$ cat src/rtl/spi_dp_pkg.sv
package spi_dp_pkg;

   // one-cycle SCK event strobes seen by the shift core
   typedef struct packed {
      logic lead;    // rising SCK: launch next bit
      logic trail;   // falling SCK: capture incoming bit
   } sck_evt_t;

   // output enable for the master data pin; open-drain only sinks a zero
   function automatic logic mosi_drive_en(input logic odrain, input logic bit_v);
      return odrain ? ~bit_v : 1'b1;
   endfunction

endpackage

$ cat src/rtl/spi_sck_master.sv
module spi_sck_master
   import spi_dp_pkg::*;
#(
   parameter int HALF_CYC = 2
) (
   input  logic     clk,
   input  logic     rst_n,
   input  logic     run,
   output logic     sck,
   output sck_evt_t evt
);
   localparam int CW = (HALF_CYC > 1) ? $clog2(HALF_CYC) : 1;

   logic [CW-1:0] cnt;
   logic          wrap;

   assign wrap = (cnt == CW'(HALF_CYC - 1));

   always_ff @(posedge clk or negedge rst_n) begin
      if (!rst_n) begin
         cnt <= '0;
         sck <= 1'b0;
      end else if (!run) begin
         cnt <= '0;
         sck <= 1'b0;
      end else if (wrap) begin
         cnt <= '0;
         sck <= ~sck;
      end else begin
         cnt <= cnt + 1'b1;
      end
   end

   assign evt.lead  = run & wrap & ~sck;
   assign evt.trail = run & wrap & sck;

endmodule

$ cat src/rtl/spi_sck_slave.sv
module spi_sck_slave
   import spi_dp_pkg::*;
#(
   parameter int SYNC_STAGES = 2
) (
   input  logic     clk,
   input  logic     rst_n,
   input  logic     sck_pin,
   input  logic     ssn_pin,
   output logic     sel,
   output sck_evt_t evt
);
   logic sck_s, ssn_s, sck_d;

   generate
      if (SYNC_STAGES > 0) begin : g_sync
         logic [SYNC_STAGES-1:0] sck_ff, ssn_ff;
         always_ff @(posedge clk or negedge rst_n) begin
            if (!rst_n) begin
               sck_ff <= '0;
               ssn_ff <= '1;
            end else begin
               sck_ff[0] <= sck_pin;
               ssn_ff[0] <= ssn_pin;
               for (int i = 1; i < SYNC_STAGES; i++) begin
                  sck_ff[i] <= sck_ff[i-1];
                  ssn_ff[i] <= ssn_ff[i-1];
               end
            end
         end
         assign sck_s = sck_ff[SYNC_STAGES-1];
         assign ssn_s = ssn_ff[SYNC_STAGES-1];
      end else begin : g_direct
         assign sck_s = sck_pin;
         assign ssn_s = ssn_pin;
      end
   endgenerate

   always_ff @(posedge clk or negedge rst_n) begin
      if (!rst_n) sck_d <= 1'b0;
      else        sck_d <= sck_s;
   end

   assign sel       = ~ssn_s;
   assign evt.lead  = sel & sck_s & ~sck_d;
   assign evt.trail = sel & ~sck_s & sck_d;

endmodule

$ cat src/rtl/spi_shift_core.sv
module spi_shift_core #(
   parameter int W = 8
) (
   input  logic         clk,
   input  logic         rst_n,
   input  logic         load,
   input  logic [W-1:0] load_data,
   input  logic         lead,
   input  logic         trail,
   input  logic         abort,
   input  logic         rx_bit,
   output logic         tx_bit,
   output logic [W-1:0] shift_next,
   output logic         last
);
   localparam int BCW = $clog2(W);

   logic [W-1:0]   shreg;
   logic [BCW-1:0] bit_cnt;

   assign shift_next = {shreg[W-2:0], rx_bit};
   assign last       = trail & (bit_cnt == BCW'(W - 1));

   // data register: deliberately left out of reset
   always_ff @(posedge clk) begin
      if (load)       shreg <= load_data;
      else if (trail) shreg <= shift_next;
   end

   always_ff @(posedge clk or negedge rst_n) begin
      if (!rst_n) begin
         bit_cnt <= '0;
         tx_bit  <= 1'b0;
      end else begin
         if (load || abort)  bit_cnt <= '0;
         else if (trail)     bit_cnt <= last ? '0 : bit_cnt + 1'b1;
         if (lead)           tx_bit  <= shreg[W-1];
      end
   end

endmodule

$ cat src/rtl/spi_xfer_engine.sv
module spi_xfer_engine
   import spi_dp_pkg::*;
#(
   parameter int DATA_W      = 8,
   parameter int CLK_DIV     = 4,
   parameter int SYNC_STAGES = 2
) (
   input  logic              clk,
   input  logic              rst_n,
   input  logic              cfg_master,
   input  logic              cfg_odrain,
   input  logic              wr_en,
   input  logic [DATA_W-1:0] wr_data,
   input  logic              rd_en,
   output logic [DATA_W-1:0] rd_data,
   output logic              done_flag,
   output logic              wr_collide,
   input  logic              sck_in,
   output logic              sck_out,
   output logic              sck_oe,
   input  logic              ss_n_in,
   input  logic              mosi_in,
   output logic              mosi_out,
   output logic              mosi_oe,
   input  logic              miso_in,
   output logic              miso_out,
   output logic              miso_oe
);
   localparam int HALF = CLK_DIV / 2;

   generate
      if (DATA_W < 2) begin : g_bad_width
         $error("DATA_W must be at least 2");
      end
      if (CLK_DIV < 2 || (CLK_DIV % 2) != 0) begin : g_bad_div
         $error("CLK_DIV must be an even value of 2 or more");
      end
   endgenerate

   logic              busy, load, abort, xfer_last, tx_bit, rx_bit, s_sel, m_sck;
   logic [DATA_W-1:0] shift_next, rx_buf;
   sck_evt_t          m_evt, s_evt, evt;

   assign load   = wr_en & ~busy;
   assign evt    = cfg_master ? m_evt : s_evt;
   assign abort  = ~cfg_master & busy & ~s_sel;
   assign rx_bit = cfg_master ? miso_in : mosi_in;

   spi_sck_master #(.HALF_CYC(HALF)) u_mclk (
      .clk(clk), .rst_n(rst_n), .run(busy & cfg_master), .sck(m_sck), .evt(m_evt)
   );

   spi_sck_slave #(.SYNC_STAGES(SYNC_STAGES)) u_sclk (
      .clk(clk), .rst_n(rst_n), .sck_pin(sck_in), .ssn_pin(ss_n_in),
      .sel(s_sel), .evt(s_evt)
   );

   spi_shift_core #(.W(DATA_W)) u_core (
      .clk(clk), .rst_n(rst_n), .load(load), .load_data(wr_data),
      .lead(evt.lead), .trail(evt.trail), .abort(abort), .rx_bit(rx_bit),
      .tx_bit(tx_bit), .shift_next(shift_next), .last(xfer_last)
   );

   always_ff @(posedge clk or negedge rst_n) begin
      if (!rst_n) begin
         busy       <= 1'b0;
         done_flag  <= 1'b0;
         wr_collide <= 1'b0;
      end else begin
         if (xfer_last || abort)              busy <= 1'b0;
         else if (load && cfg_master)         busy <= 1'b1;
         else if (evt.lead && !cfg_master)    busy <= 1'b1;

         if (xfer_last)                       done_flag <= 1'b1;
         else if (rd_en && done_flag)         done_flag <= 1'b0;

         wr_collide <= wr_en & busy;
      end
   end

   // receive buffer: refreshed only on completion, not reset
   always_ff @(posedge clk) begin
      if (xfer_last) rx_buf <= shift_next;
   end
   assign rd_data = rx_buf;

   assign sck_out  = cfg_master & m_sck;
   assign sck_oe   = cfg_master;
   assign mosi_out = cfg_master & ~cfg_odrain & tx_bit;
   assign mosi_oe  = cfg_master & mosi_drive_en(cfg_odrain, tx_bit);
   assign miso_out = ~cfg_master & tx_bit;
   assign miso_oe  = ~cfg_master & ~ss_n_in;

endmodule

$ cat config.mk
export PLATFORM = sky130hd
export DESIGN_NAME = spi_xfer_engine
export DESIGN_NICKNAME = d
export VERILOG_FILES = /design/src/rtl/spi_dp_pkg.sv /design/src/rtl/spi_sck_master.sv /design/src/rtl/spi_sck_slave.sv /design/src/rtl/spi_shift_core.sv /design/src/rtl/spi_xfer_engine.sv
export SDC_FILE = /design/constraint.sdc
export NUM_CORES = 1
export LEC_CHECK = 0
export ABC_AREA = 0
export BUFFER_PORTS_ARGS = -buffer_cell sky130_fd_sc_hd__buf_4
export CELL_PAD_IN_SITES_DETAIL_PLACEMENT = 1
export CELL_PAD_IN_SITES_GLOBAL_PLACEMENT = 1
export CORE_ASPECT_RATIO = 1.1
export CORE_UTILIZATION = 40
export CTS_CLUSTER_SIZE = 12
export DETAILED_ROUTE_END_ITERATION = 12
export PLACE_DENSITY_LB_ADDON = 0.1
export SYNTH_ARGS = -nofsm -noshare
export SYNTH_HDL_FRONTEND = slang
export SYNTH_SLANG_ARGS = --single-unit
export TNS_END_PERCENT = 20
$ cat constraint.sdc
create_clock -name clk -period 2.76 [get_ports clk]
set_clock_uncertainty 0.1 [all_clocks]
set_input_delay 0.552 -clock clk [delete_from_list [all_inputs] [get_ports clk]]
set_output_delay 0.552 -clock clk [all_outputs]
set_load 0.005 [all_outputs]
==> metrics <==
number of DRC violations after detailed routing 0; final-report hold violation count 0; number of H-tree levels 2; part of the total power dissipated in combinational logic 0.108; final weighted congestion in routability-driven placement 0.701; Final Cycle Share 0.688; global-route wire length before repair 3.95 mm; Clk network pwr share 0.282; Distinct cells, synth 28; post-DR vias/cell 5.11; Power Dens Cells 540 nW/um2; HPWL reported at the end of detailed placement 1.72 mm; number of max-slew violations in the final report 0; capture instance of the worst register-to-register path rd_data[0]$_DFFE_PP_; floorplan core area 3020 um2; Final TNS setup 0 ns; pin count of the biggest net entering global routing 17; Detailed Route Iter0 Violations 11; Routed WL 2.33 mm; number of nets produced by synthesis 106; DIE AREA 3390 um2; relative slew slack 0.697; count of yosys warnings during synthesis 0; Min-Delay Endpoint u_sclk.g_sync.sck_ff[0]$_DFF_PN0_; clock sinks 30; synthesized instance count 86; met3 usage 0.0768; maximum buffer depth of the clock tree 2; setup repair after global routing missed its margin no; number of ports placed on the die boundary 34; data arrival at the endpoint of the critical path 1.79 ns; required time of the worst setup path 2.65 ns; initial standard-cell utilization of the core 0.419; post-synthesis area per instance 14.7 um2; biggest area contributors in the synthesized netlist sky130_fd_sc_hd__edfxtp_1 (38%), sky130_fd_sc_hd__dfrtp_1 (24%), sky130_fd_sc_hd__mux2_2 (8.0%), sky130_fd_sc_hd__dfstp_2 (4.2%), sky130_fd_sc_hd__o21ai_0 (2.4%); sort of element at the start of the critical path input port; Pre-Repair DR Iteration Count 2; outcome finished clean; number of global-route vias before repair 846; cell with the largest stage delay on the worst path sky130_fd_sc_hd__or4b_4; Worst IR Drop VDD 0.000311 V; maximum fanout along the worst path 16; static power due to leakage 0.685 nW; Overflow after GRT 0; switching power 0.204 mW; sequential-to-total area share from yosys stat 0.659; TritonCTS clock tree built; Port Buf Inserts 33; area added between synthesis and finish 25.6%; Post-CTS Hold Fix Bufs 1; critical-path cell list buf_4 -> or4b_4 -> nand2_2 -> and2_1; worst hold slack 0.235 ns; max_cap viols 0; die boundary height 61.0 um; relative contribution of sequential cells to total power 0.609; Synth Register Bits 30; sw frac 0.238; count of nets left with antenna violations after detail routing 0; count of nets after finishing 144; R2R cell count 3; post_cts resized 0; final antenna diode count 0; Hold Path Class input port to flip-flop; die width 55.6 um; wire length per cell 14.6 um; number of setup buffers added after CTS 0; clock latency reported for the late side of the worst-skew pair 0.32 ns; minimum setup slack among reg-to-reg paths 0.89 ns; worst setup path class input port to flip-flop; Std-Cell Rows 21; hold path startpoint sck_in; register clock-pin slew on the reported worst setup and hold paths 0.09 ns; shortest clock period the worst path allows after layout 1.90 ns; cell taking the most area after synthesis sky130_fd_sc_hd__edfxtp_1; netlist area before placement 1260 um2; internal power summed over all cells 0.654 mW; Synth top area share 0.380; clock tree root buffer cell sky130_fd_sc_hd__clkbuf_4; capturing element type of the critical path flip-flop; met2 routing resource usage after global routing 0.262; Worst Max-Slew Pin Slew 0.454 ns; aggregate global-route resource usage 0.164; global routing's busiest layer met2; worst hold path depth 1; fraction of final layout cells sized beyond drive strength 1 0.440; reg-to-reg startpoint u_sclk.g_sync.sck_ff[1]$_DFF_PN0_; initial antenna violation count 0; clock buffer count from CTS 5; detailed-route via count 813; longest individual stage delay on the worst path 0.59 ns; Max Clock Freq 526 MHz; met1 Resource Use GR 0.185; Final Setup Violations 0
==> worst max-delay path, delay by kind of cell <==
kind | cells | cell delay, ns
buffers and inverters | 1 | 0.17
and+or+nand+nor | 3 | 1.07
==> final cells by class <==
class	count	area, um2
Clock buffer	6	41.3
Timing Repair Buffer	34	258
Multi-Input combinational cell	52	402
Fill cell	317	1430
Sequential cell	30	833
Clock inverter	2	8.76
Inverter	1	3.75
Tap cell	34	42.5
==> sequential cells by signal, summed over array words and instances (netlist names) <==
| signal | flops |
|---|---|
| busy | 1 |
| done_flag | 1 |
| rd_data | 8 |
| u_core.bit_cnt | 3 |
| u_core.shreg | 8 |
| u_core.tx_bit | 1 |
| u_mclk.cnt | 1 |
| u_mclk.sck | 1 |
| u_sclk.g_sync.sck_ff | 2 |
| u_sclk.g_sync.ssn_ff | 2 |
| u_sclk.sck_d | 1 |
| wr_collide | 1 |
==> Yosys cell counts <==
master                     instances
sky130_fd_sc_hd__nand3_1           4
sky130_fd_sc_hd__dfstp_2           2
sky130_fd_sc_hd__a22oi_1           1
sky130_fd_sc_hd__nor2_1            5
sky130_fd_sc_hd__a21oi_1           4
sky130_fd_sc_hd__or4b_4            1
sky130_fd_sc_hd__and4b_1           1
sky130_fd_sc_hd__o21ai_0           6
sky130_fd_sc_hd__nor4b_2           1
sky130_fd_sc_hd__and2_1            3
sky130_fd_sc_hd__a21boi_0          1
sky130_fd_sc_hd__and4_2            1
sky130_fd_sc_hd__a22o_1            1
sky130_fd_sc_hd__nand4_4           1
sky130_fd_sc_hd__inv_1             1
sky130_fd_sc_hd__edfxtp_1         16
sky130_fd_sc_hd__mux2_1            1
sky130_fd_sc_hd__xnor2_1           1
sky130_fd_sc_hd__nand2_1           2
sky130_fd_sc_hd__buf_6             1
sky130_fd_sc_hd__buf_4             2
sky130_fd_sc_hd__and3b_1           1
sky130_fd_sc_hd__nand2_2           1
sky130_fd_sc_hd__dfrtp_1          12
sky130_fd_sc_hd__nor2b_1           4
sky130_fd_sc_hd__nand2b_1          1
sky130_fd_sc_hd__ha_1              2
sky130_fd_sc_hd__mux2_2            9
==> power by group through the flow <==
stage	sequential, mW	clock [mW]	combinational [mW]
after floorplan	0.526	0	0.0520
after global placement	0.532	0	0.0929
after detailed placement	0.533	0	0.0943
after CTS	0.524	0.253	0.0956
after global routing	0.528	0.276	0.104
final	0.523	0.242	0.0930
==> cells by family (layout without fill, tap and decap cells) <==
logic type      Yosys count  count (layout)  share of synthesized area
mux                      10              10                     0.0890
buf+inv                   4              43                     0.0237
flops                    30              30                      0.659
simple gates             26              26                      0.143
xor+xnor                  1               1                    0.00693
fa+ha+maj                 2               2                     0.0198
compound gates           13              13                     0.0584
==> worst max path at each step <==
stage          slack, ns                    to                         startpoint  cells after the start
6_report            0.86  rd_data[0]$_DFFE_PP_                         cfg_master                      4
4_1_cts             0.87  rd_data[2]$_DFFE_PP_                         cfg_master                      4
3_5_place_dp        0.51  rd_data[0]$_DFFE_PP_                         cfg_master                      4
3_3_place_gp        0.54  rd_data[0]$_DFFE_PP_                         cfg_master                      4
5_1_grt             0.82  rd_data[0]$_DFFE_PP_  u_sclk.g_sync.sck_ff[1]$_DFF_PN0_                      3
2_1_floorplan       0.85  rd_data[0]$_DFFE_PP_                         cfg_master                      3
==> layout by cell type, fill, tap and decap left out, types with 2 or more instances in the layout <==
master / synthesis / final
sky130_fd_sc_hd__ha_1: 2 / 2
sky130_fd_sc_hd__nand2_1: 2 / 2
sky130_fd_sc_hd__nor2b_1: 4 / 4
sky130_fd_sc_hd__nand3_1: 4 / 4
sky130_fd_sc_hd__and2_1: 3 / 3
sky130_fd_sc_hd__edfxtp_1: 16 / 16
sky130_fd_sc_hd__buf_4: 2 / 33
sky130_fd_sc_hd__a21oi_1: 4 / 4
sky130_fd_sc_hd__nor2_1: 5 / 5
sky130_fd_sc_hd__mux2_2: 9 / 9
sky130_fd_sc_hd__clkbuf_4: 0 / 5
sky130_fd_sc_hd__o21ai_0: 6 / 6
sky130_fd_sc_hd__dfstp_2: 2 / 2
sky130_fd_sc_hd__dfrtp_1: 12 / 12
==> through the flow <==
step / cells / worst slack (ns) / util / instance area, um2 / power [mW]
finish: 159 / 0.860 / 0.526 / 1590 / 0.858
floorplan: 86 / 0.852 / - / 1260 / 0.578
global placement: 150 / 0.542 / 0.506 / 1530 / 0.625
global route: 159 / 0.821 / 0.526 / 1590 / 0.907
CTS: 159 / 0.866 / 0.526 / 1590 / 0.872
detailed placement: 150 / 0.506 / 0.506 / 1530 / 0.627
==> routing by layer <==
metal,wire [um],part of all wire
met5,0,0
met4,57,0.024
met1,951,0.41
met3,148,0.064
met2,1170,0.50
No activity file was read; power rests on OpenSTA's default activity.
